### config.mk
export PLATFORM = sky130hd
export DESIGN_NAME = pwmc_channel
export DESIGN_NICKNAME = d
export VERILOG_FILES = /design/src/rtl/pwmc_pkg.sv /design/src/rtl/pwmc_match_det.sv /design/src/rtl/pwmc_cmp_regs.sv /design/src/rtl/pwmc_out_stage.sv /design/src/rtl/pwmc_channel.sv
export SDC_FILE = /design/constraint.sdc
export NUM_CORES = 1
export LEC_CHECK = 0
export ABC_AREA = 1
export BUFFER_PORTS_ARGS = -buffer_cell sky130_fd_sc_hd__buf_2
export CORE_MARGIN = 2
export CORE_UTILIZATION = 55
export CTS_BUF_LIST = sky130_fd_sc_hd__clkbuf_2 sky130_fd_sc_hd__clkbuf_4 sky130_fd_sc_hd__clkbuf_8
export DETAILED_ROUTE_END_ITERATION = 16
export GPL_ROUTABILITY_DRIVEN = 0
export PLACE_DENSITY = 0.8
export SYNTH_ARGS = -nofsm -noshare
export SYNTH_HDL_FRONTEND = slang
export SYNTH_SLANG_ARGS = --single-unit
### constraint.sdc
create_clock -name clk -period 1.6 [get_ports clk]
set_clock_uncertainty 0.2 [all_clocks]
set_input_delay 0.16 -clock clk [delete_from_list [all_inputs] [get_ports clk]]
set_output_delay 0.16 -clock clk [all_outputs]
set_load 0.005 [all_outputs]
### src/rtl/pwmc_pkg.sv
package pwmc_pkg;

   // Smallest and largest supported time-base widths
   localparam int unsigned MIN_CNT_W = 2;
   localparam int unsigned MAX_CNT_W = 32;

   // Which edge of a registered compare hit produces an event
   typedef enum logic [0:0] {
      EDGE_FALL = 1'b0,
      EDGE_RISE = 1'b1
   } edge_sel_e;

   // Edge pair from one compare unit
   typedef struct packed {
      logic rise;
      logic fall;
   } hit_edges_t;

endpackage

### src/rtl/pwmc_match_det.sv
module pwmc_match_det
   import pwmc_pkg::*;
#(
   parameter int unsigned CNT_W     = 24,
   parameter bit          ZERO_RISE = 1'b0
) (
   input  logic             clk,
   input  logic             rst_n,
   input  logic             presc_en,
   input  logic [CNT_W-1:0] cnt_bus,
   input  logic [CNT_W-1:0] cmp_val,
   output logic             ev
);

   localparam logic [CNT_W-1:0] ZERO_VAL = '0;

   logic       hit_now;
   logic       hit_q;
   hit_edges_t edges;
   edge_sel_e  sel;

   assign hit_now = (cnt_bus == cmp_val);

   always_ff @(posedge clk or negedge rst_n) begin
      if (!rst_n) begin
         hit_q <= 1'b0;
      end else if (presc_en) begin
         hit_q <= hit_now;
      end
   end

   always_comb begin
      edges.rise = presc_en &  hit_now & ~hit_q;
      edges.fall = presc_en & ~hit_now &  hit_q;
   end

   generate
      if (ZERO_RISE) begin : g_zero_rise
         assign sel = (cmp_val == ZERO_VAL) ? EDGE_RISE : EDGE_FALL;
      end else begin : g_fall_only
         assign sel = EDGE_FALL;
      end
   endgenerate

   assign ev = (sel == EDGE_RISE) ? edges.rise : edges.fall;

   // the sampled hit only moves in prescaled cycles
   a_r6_hold_unsampled: assert property (@(posedge clk) disable iff (!rst_n)
      !presc_en |=> $stable(hit_q));

endmodule

### src/rtl/pwmc_cmp_regs.sv
module pwmc_cmp_regs #(
   parameter int unsigned CNT_W = 24
) (
   input  logic             clk,
   input  logic             rst_n,
   input  logic             lead_wr_en,
   input  logic [CNT_W-1:0] lead_wr_data,
   input  logic             trail_wr_en,
   input  logic [CNT_W-1:0] trail_wr_data,
   input  logic             load,
   output logic [CNT_W-1:0] lead_act,
   output logic [CNT_W-1:0] trail_act
);

   logic [CNT_W-1:0] shadow_q;
   logic [CNT_W-1:0] shadow_nxt;
   logic [CNT_W-1:0] lead_q;
   logic [CNT_W-1:0] trail_q;

   assign shadow_nxt = lead_wr_en ? lead_wr_data : shadow_q;

   always_ff @(posedge clk or negedge rst_n) begin
      if (!rst_n) begin
         shadow_q <= '0;
         lead_q   <= '0;
         trail_q  <= '0;
      end else begin
         shadow_q <= shadow_nxt;
         if (load) begin
            lead_q <= shadow_nxt;
         end
         if (trail_wr_en) begin
            trail_q <= trail_wr_data;
         end
      end
   end

   assign lead_act  = lead_q;
   assign trail_act = trail_q;

   // the active leading value moves only at a period boundary
   a_r10_hold_between_loads: assert property (@(posedge clk) disable iff (!rst_n)
      !load |=> $stable(lead_q));

   // after a load the active value equals the shadow
   a_r10_load_copies_shadow: assert property (@(posedge clk) disable iff (!rst_n)
      load |=> (lead_q == shadow_q));

endmodule

### src/rtl/pwmc_out_stage.sv
module pwmc_out_stage (
   input  logic clk,
   input  logic rst_n,
   input  logic ev_lead,
   input  logic ev_trail,
   input  logic out_dis,
   input  logic flag_clr,
   input  logic idle_pol,
   output logic pwm_out,
   output logic flag
);

   logic active_q;
   logic flag_q;

   // The pulse state: 0 means the pin is at its idle level
   always_ff @(posedge clk or negedge rst_n) begin
      if (!rst_n) begin
         active_q <= 1'b0;
      end else if (out_dis) begin
         active_q <= 1'b0;
      end else if (ev_trail) begin
         active_q <= 1'b0;
      end else if (ev_lead) begin
         active_q <= 1'b1;
      end
   end

   // The flag ignores the disable input
   always_ff @(posedge clk or negedge rst_n) begin
      if (!rst_n) begin
         flag_q <= 1'b0;
      end else if (ev_trail) begin
         flag_q <= 1'b1;
      end else if (flag_clr) begin
         flag_q <= 1'b0;
      end
   end

   assign pwm_out = active_q ^ idle_pol;
   assign flag    = flag_q;

   // disable parks the pulse state one edge later
   a_r7_dis_parks: assert property (@(posedge clk) disable iff (!rst_n)
      out_dis |=> !active_q);

   // coincident leading and trailing events resolve to idle
   a_r5_coincide_idle: assert property (@(posedge clk) disable iff (!rst_n)
      (ev_lead && ev_trail) |=> !active_q);

   // no event and no disable leaves the pulse state alone
   a_r8_hold_no_event: assert property (@(posedge clk) disable iff (!rst_n)
      (!out_dis && !ev_lead && !ev_trail) |=> $stable(active_q));

   // a trailing event raises the flag
   a_r9_flag_set: assert property (@(posedge clk) disable iff (!rst_n)
      ev_trail |=> flag_q);

   // a clear without a trailing event drops the flag
   a_r9_flag_clear: assert property (@(posedge clk) disable iff (!rst_n)
      (flag_clr && !ev_trail) |=> !flag_q);

endmodule

### src/rtl/pwmc_channel.sv
module pwmc_channel
   import pwmc_pkg::*;
#(
   parameter int unsigned CNT_W          = 24,
   parameter bit          LEAD_ZERO_RISE = 1'b1
) (
   input  logic             clk,
   input  logic             rst_n,
   input  logic [CNT_W-1:0] cnt_bus,
   input  logic             presc_en,
   input  logic             lead_wr_en,
   input  logic [CNT_W-1:0] lead_wr_data,
   input  logic             trail_wr_en,
   input  logic [CNT_W-1:0] trail_wr_data,
   input  logic             idle_pol,
   input  logic             out_dis,
   input  logic             flag_clr,
   output logic             pwm_out,
   output logic             flag
);

   generate
      if (CNT_W < MIN_CNT_W || CNT_W > MAX_CNT_W) begin : g_bad_width
         $error("pwmc_channel: CNT_W out of supported range");
      end
   endgenerate

   logic [CNT_W-1:0] lead_act;
   logic [CNT_W-1:0] trail_act;
   logic             ev_lead;
   logic             ev_trail;

   pwmc_cmp_regs #(.CNT_W(CNT_W)) i_regs (
      .clk           (clk),
      .rst_n         (rst_n),
      .lead_wr_en    (lead_wr_en),
      .lead_wr_data  (lead_wr_data),
      .trail_wr_en   (trail_wr_en),
      .trail_wr_data (trail_wr_data),
      .load          (ev_trail),
      .lead_act      (lead_act),
      .trail_act     (trail_act)
   );

   pwmc_match_det #(.CNT_W(CNT_W), .ZERO_RISE(LEAD_ZERO_RISE)) i_lead_det (
      .clk      (clk),
      .rst_n    (rst_n),
      .presc_en (presc_en),
      .cnt_bus  (cnt_bus),
      .cmp_val  (lead_act),
      .ev       (ev_lead)
   );

   pwmc_match_det #(.CNT_W(CNT_W), .ZERO_RISE(1'b0)) i_trail_det (
      .clk      (clk),
      .rst_n    (rst_n),
      .presc_en (presc_en),
      .cnt_bus  (cnt_bus),
      .cmp_val  (trail_act),
      .ev       (ev_trail)
   );

   pwmc_out_stage i_out (
      .clk      (clk),
      .rst_n    (rst_n),
      .ev_lead  (ev_lead),
      .ev_trail (ev_trail),
      .out_dis  (out_dis),
      .flag_clr (flag_clr),
      .idle_pol (idle_pol),
      .pwm_out  (pwm_out),
      .flag     (flag)
   );

endmodule

### Word level (Yosys, flattened, before mapping)

Index checks and enable logic that the tools add are counted.

* output and inout bits: 2
* register bits: 76
* bits of input ports: 80
* word-level logic and storage cells: 30

* reduce and logical (&&, ||, !) cells: 3
* mux-type cells: 8
* equality and inequality tests: 2
* bitwise gates (word level): 10

Operators by type and width (number)
* $eq A24 B24 Y1: 2
* $logic_not A24 Y1: 1
* $mux W24: 1
* $mux W1: 7
* $and A1 B1 Y1: 6
* $not A1 Y1: 3
* $reduce_bool A3 Y1: 1
* $reduce_bool A2 Y1: 1
* $xor A1 B1 Y1: 1

### Logic depth before layout (Yosys ltp)

Gate-level depths: netlist of the first run.

* depth in word-level cells: 8
* mapped depth: 11
* depth with buffers taken out: 10

### Hierarchy

From an unflattened synthesis of the first run, not the netlist that was laid out.

* cell total of the unflattened synthesis: 657
* area, all modules: 4314.1 sq um

By module, submodules not included
* pwmc_cmp_regs: instances 1, cells each 353, sequential area each 1801.7 sq um, area an instance 3037.9 sq um
* pwmc_match_det at i_lead_det: instances 1, cells each 155, sequential area each 25.0 sq um, area an instance 629.4 sq um
* pwmc_match_det at i_trail_det: instances 1, cells each 135, sequential area each 25.0 sq um, area an instance 551.8 sq um
* pwmc_out_stage: instances 1, cells each 14, sequential area each 50.0 sq um, area an instance 95.1 sq um

### Least setup slack after synthesis of the first run

Ideal clock, no wire load.

* path kind: register to register
* start point: register i_regs.trail_q[0], in the netlist i_regs.trail_act[0]
* end point: register i_out.flag_q, in the netlist i_out.flag
* data required time: 1.272 ns
* path buffers: 1
* library setup time: 0.128 ns
* data arrival time: 1.165 ns
* slack: 0.106 ns
* cell stages (with the launch flop): 9
* period minus slack after synthesis: 1.494 ns
* path through: dfrtp_1 > xor2_1 > nor2_1 > nand2_1 > nor2_1 > nand3_2 > nand3_2 > buf_2 > o21ai_0

* word-level cells in the longest chain between the ends: 5
* elaborated cells between the ends (all ways): 6
* those cells by class: eq/ne (1); mux (1); bitwise (3); reduce/logical (1)

RTL lines
* from (decl): RTL line pwmc_cmp_regs.sv:18 `logic [CNT_W-1:0] trail_q;`
* from (signal assigned): RTL line pwmc_cmp_regs.sv:33 `trail_q <= trail_wr_data;`
* $eq A24 B24 Y1 *: RTL line pwmc_match_det.sv:22 `assign hit_now = (cnt_bus == cmp_val);`
* $not A1 Y1 *: RTL line pwmc_match_det.sv:34 `edges.fall = presc_en & ~hit_now & hit_q;`
* $and A1 B1 Y1 * (2 in a row): RTL line pwmc_match_det.sv:34
* $mux W1 / $reduce_bool A2 Y1 (equally long branches)
* to (signal assigned): RTL line pwmc_out_stage.sv:32 `flag_q <= 1'b0;`
* to (signal assigned): RTL line pwmc_out_stage.sv:34 `flag_q <= 1'b1;`
* to (signal assigned): RTL line pwmc_out_stage.sv:36 `flag_q <= 1'b0;`
* to (decl): RTL line pwmc_out_stage.sv:14 `logic flag_q;`

Every way passes the cells marked *; elsewhere a longest branch is shown, timed or not.
A chain may end at the register's enable or synchronous reset.

### Worst setup path in the final report of the first run

* start point: register i_regs.trail_q[14], in the netlist i_regs.trail_act[14]
* end point: register i_regs.lead_q[9], in the netlist i_regs.lead_act[9]

* word-level cells in the longest chain between the ends: 4

RTL lines
* $eq A24 B24 Y1: RTL line pwmc_match_det.sv:22
* $not A1 Y1: RTL line pwmc_match_det.sv:34
* $and A1 B1 Y1 (2 in a row): RTL line pwmc_match_det.sv:34
* to (signal assigned): RTL line pwmc_cmp_regs.sv:30 `lead_q <= shadow_nxt;`
* to (decl): RTL line pwmc_cmp_regs.sv:17 `logic [CNT_W-1:0] lead_q;`

Every way passes these cells.

==> results of run 1 <==
==> report_power, final <==
part	switching [mW]	internal (mW)	total, mW
sequential	0.0551	2.03	2.09
combinational	0.363	0.317	0.680
clock	0.763	0.835	1.60
total	1.18	3.18	4.36
==> final cells by class <==
cell class / count / area, um2
clock inverter: 4 / 55.1
fill: 491 / 1450
clock buffer: 12 / 159
tap: 96 / 120
multi-input combinational: 384 / 1680
timing repair buffer: 151 / 1180
inverter: 98 / 368
sequential: 76 / 1900
==> timing repair <==
action                                 4_1_cts  5_1_grt
endpoints found under the hold margin      148        0
gates resized for setup                      4       29
setup endpoints to repair                   26       27
gates cloned                                 1        3
hold buffers                                59        0
pin swaps                                    0        3
==> worst max-delay path: cells and delay by family, from the launching register on <==
kind / cells / cell delay [ns]
simple gates: 6 / 0.64
flops: 1 / 0.43
buf+inv: 1 / 0.19
xor+xnor: 1 / 0.18
compound gates: 1 / 0.09
==> how the worst max path moves through the flow <==
stage               slack (ns)                        startpoint  cells past startpoint                             end
floorplan                 0.11   i_regs.trail_act[0]$_DFFE_PN0P_                      8          i_out.flag$_DFFE_PN0P_
global placement         -0.04   i_regs.trail_act[0]$_DFFE_PN0P_                      8          i_out.flag$_DFFE_PN0P_
detailed placement       -0.11   i_regs.trail_act[0]$_DFFE_PN0P_                      8          i_out.flag$_DFFE_PN0P_
CTS                      -0.10   i_regs.trail_act[0]$_DFFE_PN0P_                      9  i_regs.lead_act[4]$_DFFE_PN0P_
global route             -0.28  i_regs.trail_act[14]$_DFFE_PN0P_                      9  i_regs.lead_act[9]$_DFFE_PN0P_
finish                   -0.23  i_regs.trail_act[14]$_DFFE_PN0P_                      9  i_regs.lead_act[9]$_DFFE_PN0P_
==> registers in the layout, summed over array words and instances (netlist names) <==
name               cells
i_lead_det.hit_q       1
i_regs.shadow_q       24
i_regs.lead_act       24
i_trail_det.hit_q      1
i_regs.trail_act      24
i_out.active_q         1
i_out.flag             1
==> logic make-up (layout without fill, tap and decap cells) <==
kind of cell / Yosys count / count (layout) / synth area share (%)
AOI/OAI and AO/OA: 49 / 49 / 6.27
xor gates and xnor gates: 9 / 9 / 1.99
muxes: 5 / 5 / 1.42
buffers and inverters: 113 / 265 / 11.3
and+or+nand+nor: 321 / 321 / 31.1
DFF: 76 / 76 / 47.9
==> layout by cell type, fill, tap and decap left out, drive strengths merged <==
cell	Yosys	routed
nand2	262	262
xnor2	2	2
mux2	5	5
a21oi	3	3
dlygate4sd3	0	59
buf	8	89
clkbuf	7	15
dfrtp	76	76
nand3	9	9
nor2	48	48
xor2	7	7
clkinvlp	0	1
nand4	2	2
o21ai	46	46
inv	98	100
bufinv	0	1
==> routing by layer <==
| metal | wire [um] | up-vias | track usage [%] |
|---|---|---|---|
| li1 | - | 1985 | - |
| met1 | 4610 | 1892 | 36.0 |
| met4 | 253 | 0 | 10.0 |
| met3 | 703 | 23 | 4.62 |
| met2 | 5350 | 176 | 46.5 |
| met5 | 0 | - | 0 |
==> stage by stage <==
step                      TNS, ns  setup WS, ns
after floorplan                 0         0.106
after global placement     -0.582       -0.0430
after detailed placement    -1.77        -0.106
after CTS                   -1.91        -0.103
after global routing        -6.44        -0.284
final                       -4.77        -0.225
==> results.md, run 1 <==
* Status: complete, but fails checks
* Failing checks: negative setup slack
* GRT Resource Usage Total at 27.5%
* CTS tree: done
* Final cell count without fillers at 821
* Vias at 4076
* Final setup vio count at 27
* Max cap viols at 0
* Fmax at 548 MHz
* Worst VDD drop at 0.638 mV
* Clk root buf: clkbuf_8
* Die area at 0.00791 mm2
* Crit-path cells: xor2_1 > nor2_1 > nand2_1 > nor2_1 > nand3_2 > nand3_4 > clkbuf_16 > nand2_1 > o21ai_1
* Total congestion overflow at 0
* Vias per cell at 4.96
* R2r endpoint: i_regs.lead_act[9]$_DFFE_PN0P_
* Sequential area share after synthesis at 47.9%
* Most used flip-flop cell after synthesis: dfrtp_1
* Ports at 82
* Final WS setup at -0.225 ns
* Final Cell Area at 0.00546 mm2
* Row cnt at 30
* Hold crit path type: input port to asynchronous set/reset pin
* Dpl cells at 742
* Avg WL per Cell at 13.3 um
* Synth cell types at 21
* Number of synthesis warnings at 0
* Clk slew on worst S/H paths at 0.08 ns
* Vias in the first global route at 3744
* Setup crit end kind: flip-flop
* Syn_area_per_cell at 6.93 um2
* Clk buf depth at 2
* Critical-path top delay cell: dfrtp_1
* Post-DP Area at 0.00450 mm2
* ANT nets after route at 0
* Initial antenna violation count at 0
* Final layout net count at 800
* Hold Worst Slack at 0.0199 ns
* Final period util at 114%
* Syn Nets at 653
* Setup crit start kind: flip-flop
* Relative slew slack at 75.1%
* CTS H-tree lvls at 3
* Final slew viol count at 0
* Post-DP HPWL at 6710 um
* Die X at 89.0 um
* Synth Cell Area at 0.00397 mm2
* Asr flop ratio synth at 100%
* Worst-Margin Slew at 0.374 ns
* Port Buf Inserts at 81
* Y dimension of the die at 89.0 um
* Synth top area share at 47.9%
* Final core occ at 79.1%
* R2R setup slack at -0.23 ns
* P per Cell Area at 799 mW/mm2
* Crit Path Max Fanout at 6
* Mapped Cells at 573
* Post-synth EDFFs at 0
* FF+latch count, synth at 76
* DRC at 0
* Most instantiated cells after synthesis: nand2_1, inv_1, dfrtp_1
* Num CTS Buffers at 9
* Post-CTS Setup Bufs at 0
* First-pass GRT wire length at 16600 um
* LEAKAGE at 3.02 nW
* Core ar. at 0.00691 mm2
* Clk_lat worst skew at 0.36 ns
* Largest net degree at the start of global routing at 41
* Initial Util at 57.5%
* Unrepaired setup endpoints after global routing: yes
* Layout cell share with drive strength beyond 1 at 19.0%
* Worst EP required at 1.68 ns
* Overall Power at 4.36 mW
* WL final at 10900 um
* Biggest cell delay along the critical path at 0.43 ns
* Cell with the most instances after synthesis: nand2_1
* Top cells by area, synth: dfrtp_1, nand2_1, inv_1
* Kind of critical path: flip-flop to flip-flop
* Yosys top cell by area: dfrtp_1
* Layout area overhead at 37.6%
* ANT cells at 0
* CTS Sinks at 76
* Initial DRC Count at 254
* R2r worst-path depth at 9
* Worst R2R Start: i_regs.trail_act[14]$_DFFE_PN0P_
* Pre-antenna DRT Iters at 5
* Period minus WS final at 1.83 ns
* CP arrival at 1.90 ns
* Final Hold Vio Count at 0
No activity file was read; power rests on OpenSTA's default activity.
==> run 2: changes to the inputs <==
- ABC_AREA: 1 -> not set
- PLACE_DENSITY: 0.8 -> 0.81
==> run 2 against run 1 <==
  * Largest power group unchanged
  * Sequential share of layout area is 3.7 points higher
  * Area after synthesis is 12% lower
  * Cell count is 41% lower
  * Worst setup slack worse by 0.33 ns
  * Critical path type unchanged
  * Via count is 36% lower
  * Register-to-register slack worse by 0.33 ns
  * Non-clock buffer count is 4 higher
  * The flow still finishes with violations (negative setup slack)
==> results.md, run 2 <==
* Top cells by area, synth: dfrtp_1, mux2_2, xor2_1 (was dfrtp_1, nand2_1, inv_1)
* Met2 wire length at 4650 um (was 5350 um)
* Area share of fa/ha/maj cells after synthesis at 0% (unchanged)
* Syn_area_per_cell at 14.4 um2 (was 6.93 um2)
* Asr flop ratio synth at 100% (unchanged)
* Setup crit start kind: flip-flop (unchanged)
* Synth Cell Area at 0.00351 mm2 (was 0.00397 mm2)
* Most frequent cells in the layout: buf_2, dfrtp_1, mux2_2 (was nand2_1, inv_1, buf_2)
* Ports at 82 (unchanged)
* Clk_lat worst skew at 0.35 ns (was 0.36 ns)
* Final slew viol count at 0 (unchanged)
* Pre-antenna DRT Iters at 4 (was 5)
* Launch point of the worst path: i_regs.trail_act[20]$_DFFE_PN0P_ (was i_regs.trail_act[14]$_DFFE_PN0P_)
* Largest family of logic cells by synthesized area: multiplexers (was simple AND/OR/NAND/NOR gates)
* Most instantiated cells after synthesis: dfrtp_1, mux2_2, xor2_1 (was nand2_1, inv_1, dfrtp_1)
* Layout cell share with drive strength beyond 1 at 50.1% (was 19.0%)
* Top Layer Used: met4 (unchanged)
* Cell with the most instances after synthesis: dfrtp_1 (was nand2_1)
* Worst hold path depth at 3
* Relative slew slack at 74.2% (was 75.1%)
* Max cap viols at 0 (unchanged)
* Final cell count without fillers at 482 (was 821)
* Crit Path Max Fanout at 26 (was 6)
* Overall Power at 4.13 mW (was 4.36 mW)
* Final core occ at 79.2% (was 79.1%)
* Metal-1 WL at 3510 um (was 4610 um)
* Total congestion overflow at 0 (unchanged)
* Most used flip-flop cell after synthesis: dfrtp_1 (unchanged)
* Kind of critical path: flip-flop to flip-flop (unchanged)
* Syn Nets at 323 (was 653)
* ANT cells at 0 (unchanged)
* Period minus WS final at 2.16 ns (was 1.83 ns)
* Hold Startpoint: presc_en
* Number of synthesis warnings at 0 (unchanged)
* Final Hold Vio Count at 0 (unchanged)
* Core ar. at 0.00624 mm2 (was 0.00691 mm2)
* Fmax at 464 MHz (was 548 MHz)
* Layout area overhead at 40.9% (was 37.6%)
* Yosys top cell by area: dfrtp_1 (unchanged)
* Dpl cells at 413 (was 742)
* Post-DP Area at 0.00416 mm2 (was 0.00450 mm2)
* Worst R2R Start: i_regs.trail_act[20]$_DFFE_PN0P_ (was i_regs.trail_act[14]$_DFFE_PN0P_)
* Vias per cell at 5.40 (was 4.96)
* ANT nets after route at 0 (unchanged)
* Vias in the first global route at 2865 (was 3744)
* Hold Worst Slack at 0.0490 ns (was 0.0199 ns)
* Synth Area in Compound Gates at 1.89% (was 6.27%)
* Final Cell Area at 0.00494 mm2 (was 0.00546 mm2)
* FF+latch count, synth at 76 (unchanged)
* Final layout net count at 480 (was 800)
* Simple-Gate Fraction of Synth Area at 4.57% (was 31.1%)
* Num CTS Buffers at 9 (unchanged)
* Y dimension of the die at 83.9 um (was 89.0 um)
* Post-synth EDFFs at 0 (unchanged)
* Final setup vio count at 28 (was 27)
* Avg WL per Cell at 18.7 um (was 13.3 um)
* Unrepaired setup endpoints after global routing: yes (unchanged)
* GRT Resource Usage Total at 26.5% (was 27.5%)
* Synth top area share at 54.2% (was 47.9%)
* Largest net degree at the start of global routing at 77 (was 41)
* Initial antenna violation count at 0 (unchanged)
* Vias at 2601 (was 4076)
* WL final at 9030 um (was 10900 um)
* Final period util at 135% (was 114%)
* Commonest non-fill, non-tap cell in the layout: buf_2 (was nand2_1)
* Port Buf Inserts at 81 (unchanged)
* CP arrival at 2.19 ns (was 1.90 ns)
* Clk buf depth at 2 (unchanged)
* Sequential area share after synthesis at 54.2% (was 47.9%)
* Clk root buf: clkbuf_8 (unchanged)
* R2r worst-path depth at 6 (was 9)
* Fin Setup TNS at -14.01 ns (was -4.77 ns)
* Row cnt at 29 (was 30)
* CTS tree: done (unchanged)
* Clk slew on worst S/H paths at 0.08 ns (about the same)
* Die X at 83.9 um (was 89.0 um)
* Multi-input gate area at 0.00160 mm2 (was 0.00168 mm2)
* Worst-Margin Slew at 0.388 ns (was 0.374 ns)
* CTS H-tree lvls at 3 (unchanged)
* Initial Util at 56.2% (was 57.5%)
* CTS Sinks at 76 (unchanged)
* Worst EP required at 1.63 ns (was 1.68 ns)
* Final WS setup at -0.556 ns (was -0.225 ns)
* LEAKAGE at 2.38 nW (was 3.02 nW)
* Mapped Cells at 243 (was 573)
* Die area at 0.00703 mm2 (was 0.00791 mm2)
* First-pass GRT wire length at 14100 um (was 16600 um)
* FF/Latch Area at 0.00190 mm2 (about the same)
* Synth cell types at 20 (was 21)
* Failing checks: negative setup slack (unchanged)
* DRC at 0 (unchanged)
* Routed length on met3 at 555 um (was 703 um)
* Final-layout fill cell count at 359 (was 491)
* Hold crit path type: input port to flip-flop (was input port to asynchronous set/reset pin)
* Dpl ws at -0.615 ns (was -0.106 ns)
* Status: complete, but fails checks (unchanged)
* Worst VDD drop at 0.695 mV (was 0.638 mV)
* Setup crit end kind: flip-flop (unchanged)
* Fraction of synthesized area in multiplexers at 25.0% (was 1.42%)
* P per Cell Area at 835 mW/mm2 (was 799 mW/mm2)
* Synth Area in XOR/XNOR at 12.2% (was 1.99%)
* Post-DP HPWL at 5680 um (was 6710 um)
* Initial DRC Count at 169 (was 254)
run 2: cells by family after synthesis:
kind of cell	count (synthesis)
and+or+nand+nor	27
DFF	76
muxes	72
buffers and inverters	12
xor gates and xnor gates	49
AOI/OAI and AO/OA	7
run 2: area by class of cell:
| type | instances | share of cell area (%) |
|---|---|---|
| flip-flops and latches | 76 | 38.5 |
| clock inverters | 7 | 1.37 |
| inverters | 3 | 0.228 |
| well taps | 77 | 1.95 |
| repair buffers | 155 | 23.0 |
| clock buffers | 9 | 2.51 |
| multi-input cells | 155 | 32.4 |
run 2: per-layer routing:
metal,global-route usage [%],vias to the layer above
met2,44.1,115
met1,32.3,1277
met3,6.82,32
met4,12.6,0
li1,-,1177
met5,0,-
run 2: worst paths after layout:
check | endpoint | slack (ns)
setup / recovery | i_regs.lead_act[11]$_DFFE_PN0P_ | -0.56
hold / removal | i_out.active_q$_DFFE_PN0P_ | 0.05
setup reg to reg | i_regs.lead_act[11]$_DFFE_PN0P_ | -0.56
hold reg to reg | i_out.flag$_DFFE_PN0P_ | 0.29
max in group asynchronous | i_regs.lead_act[16]$_DFFE_PN0P_ | 0.70
min in group asynchronous | i_regs.shadow_q[2]$_DFF_PN0_ | 0.17
run 2: critical path, stage by stage (launching register included):
cell	delay, ns
dfrtp_1	0.39
xor2_1	0.16
nor4_2	0.33
nand4_1	0.17
o211a_1	0.27
buf_12	0.19
mux2_4	0.32
run 2: what timing repair did:
item,4_1_cts,5_1_grt
hold buffers,51,0
resized for setup,8,3
pin swaps,4,3
setup buffers,1,1
setup endpoints to repair,28,28
endpoints found under the hold margin,139,0
run 2: where the power goes:
group	internal [mW]	switching, mW
registers	2.04	0.0612
clock network	0.711	0.707
logic	0.348	0.261
total	3.10	1.03
==> run 3: changes to the inputs <==
- CORE_ASPECT_RATIO: not set -> 1.1
==> run 3 against run 2 <==
  * The run still ends with negative setup slack left
  * Sequential share of layout area is 0.25 points higher
  * Count of clock-buffer cells in the layout is 3 higher
  * Clock power is 13% lower
  * Register-to-register slack better by 0.02 ns
  * Routed wire length is 5.9% lower
  * Combinational power is 0.7% higher
  * First-iteration DRC count is 5.3% higher
  * Die area hardly changed
  * Largest power group unchanged
  * Critical path type unchanged
  * Worst setup slack better by 0.024 ns
  * Critical endpoint is now i_regs.lead_act[21]$_DFFE_PN0P_
  * Non-clock buffer count is 3 lower
  * Highest routed layer unchanged
  * Maximum frequency is 1.1% higher
  * Sequential power hardly changed
==> results.md, run 3 (synthesis gave the netlist of run 2 again) <==
* Status: complete, but fails checks (unchanged)
* Failing checks: negative setup slack (unchanged)
* Clk root buf: clkbuf_8 (unchanged)
* Dpl ws at -0.592 ns (was -0.615 ns)
* Crit Path Max Fanout at 26 (unchanged)
* Row cnt at 30 (was 29)
* Most frequent cells in the layout: buf_2, dfrtp_1, mux2_2, dlygate4sd3_1, xor2_1 (was buf_2, dfrtp_1, mux2_2)
* Core ar. at 0.00616 mm2 (was 0.00624 mm2)
* Crit-path cells: xor2_1 > nor4_2 > nand4_1 > o211a_1 > buf_12 > mux2_4 (unchanged)
* Vias at 2486 (was 2601)
* Biggest cell delay along the critical path at 0.39 ns (about the same)
* Vias per cell at 5.17 (was 5.40)
* Setup crit start kind: flip-flop (unchanged)
* Post-DP HPWL at 5510 um (was 5680 um)
* Y dimension of the die at 87.8 um (was 83.9 um)
* Avg WL per Cell at 17.7 um (was 18.7 um)
* Worst hold path depth at 3 (unchanged)
* Final Hold Vio Count at 0 (unchanged)
* Total congestion overflow at 0 (unchanged)
* CTS H-tree lvls at 3 (unchanged)
* Vias in the first global route at 2739 (was 2865)
* Worst path bufs/invs at 1 (unchanged)
* Port Buf Inserts at 81 (unchanged)
* First-pass GRT wire length at 13300 um (was 14100 um)
* Final WS setup at -0.532 ns (was -0.556 ns)
* Relative slew slack at 73.6% (was 74.2%)
* Hold Worst Slack at 0.0923 ns (was 0.0490 ns)
* DRC at 0 (unchanged)
* Final setup vio count at 27 (was 28)
* Final slew viol count at 0 (unchanged)
* Commonest non-fill, non-tap cell in the layout: buf_2 (unchanged)
* Initial antenna violation count at 0 (unchanged)
* Setup crit end kind: flip-flop (unchanged)
* Max cap viols at 0 (unchanged)
* ANT nets after route at 0 (unchanged)
* Worst VDD drop at 0.570 mV (was 0.695 mV)
* Kind of critical path: flip-flop to flip-flop (unchanged)
* Ports at 82 (unchanged)
* Die area at 0.00703 mm2 (about the same)
* Final period util at 133% (was 135%)
* WP depth at 6 (unchanged)
* Hold crit path type: input port to flip-flop (unchanged)
* Die X at 80.1 um (was 83.9 um)
* Overall Power at 3.94 mW (was 4.13 mW)
* Layout cell share with drive strength beyond 1 at 48.4% (was 50.1%)
* Num CTS Buffers at 9 (unchanged)
* CTS tree: done (unchanged)
* Critical-path top delay cell: dfrtp_1 (unchanged)
* Layout area overhead at 39.9% (was 40.9%)
* Worst-Margin Slew at 0.396 ns (was 0.388 ns)
* Initial DRC Count at 178 (was 169)
* R2r worst-path depth at 6 (unchanged)
* Fmax at 469 MHz (was 464 MHz)
* GRT Resource Usage Total at 25.9% (was 26.5%)
* Initial Util at 57.0% (was 56.2%)
* CP arrival at 2.16 ns (was 2.19 ns)
* Clk slew on worst S/H paths at 0.07 ns (was 0.08 ns)
* Largest net degree at the start of global routing at 77 (unchanged)
* ANT cells at 0 (unchanged)
* Clk_lat worst skew at 0.34 ns (was 0.35 ns)
* WL final at 8490 um (was 9030 um)
* Final layout net count at 477 (was 480)
* Largest delay share family, worst path: simple AND/OR/NAND/NOR gates (unchanged)
* Clk buf depth at 2 (unchanged)
* Pre-antenna DRT Iters at 4 (unchanged)
* P per Cell Area at 803 mW/mm2 (was 835 mW/mm2)
* CTS Sinks at 76 (unchanged)
* Worst EP required at 1.62 ns (was 1.63 ns)
* Unrepaired setup endpoints after global routing: yes (unchanged)
* Period minus WS final at 2.13 ns (was 2.16 ns)
* LEAKAGE at 2.38 nW (about the same)
[run 3: cell types whose count changed in the layout (fill, tap and decap cells not counted), sizes merged]
cell / change
bufinv: -1
dlygate4sd3: +3
clkbuf: +3
clkinvlp: -3
buf: -8
dlymetal6s4s: +2
[run 3: path summary, 6_finish.rpt]
path / start / to / slack (ns)
min: trail_wr_en / i_regs.trail_act[23]$_DFFE_PN0P_ / 0.09
max in group asynchronous: rst_n / i_regs.shadow_q[13]$_DFF_PN0_ / 0.71
max: i_regs.trail_act[21]$_DFFE_PN0P_ / i_regs.lead_act[21]$_DFFE_PN0P_ / -0.53
max reg2reg: i_regs.trail_act[21]$_DFFE_PN0P_ / i_regs.lead_act[21]$_DFFE_PN0P_ / -0.53
min reg2reg: i_out.flag$_DFFE_PN0P_ / i_out.flag$_DFFE_PN0P_ / 0.29
min in group asynchronous: rst_n / i_regs.trail_act[23]$_DFFE_PN0P_ / 0.17
[run 3: layout make-up]
cell class | instances | area (um2)
flip-flops and latches | 76 | 1900
multi-input cells | 155 | 1600
fillers | 385 | 1250
repair buffers | 152 | 1140
clock buffers | 12 | 146
well taps | 80 | 100
clock inverters | 3 | 15.0
inverters | 3 | 11.3
[run 3: power breakdown]
part           switching (mW)  internal, mW  leakage (nW)
Combinational           0.259         0.354          1.34
Clock                   0.628         0.599        0.0902
Sequential             0.0590          2.04         0.953
[run 3: repair_timing]
action | CTS | global route
setup buffers | 1 | 0
pin swaps | 8 | 5
hold endpoints to repair | 140 | 0
resized for setup | 4 | 9
hold buffers | 56 | 0
endpoints found under the setup margin | 28 | 30
[run 3: worst register-to-register path: stages (launching register included)]
cell and delay (ns):
dfrtp_1 0.39, xor2_1 0.17, nor4_2 0.32, nand4_1 0.15
o211a_1 0.27, buf_12 0.18, mux2_4 0.34
[run 3: stage by stage]
| stage | utilization (%) | cell area [um2] | setup TNS, ns | std cells |
|---|---|---|---|---|
| after CTS | 78.9 | 4860 | -13.61 | 481 |
| after global placement | 66.8 | 4120 | -15.08 | 410 |
| final | 79.7 | 4910 | -13.02 | 481 |
| after global routing | 79.7 | 4910 | -15.43 | 481 |
| after detailed placement | 66.8 | 4120 | -14.83 | 410 |
| after floorplan | - | 3510 | -9.07 | 243 |
[run 3: metal layers]
layer	vias up	global-route usage, %	share of wire [%]
met1	1219	29.6	40
met5	-	0	0
met4	0	13.7	3.3
met3	20	4.85	3.9
met2	81	45.9	53
li1	1166	-	-
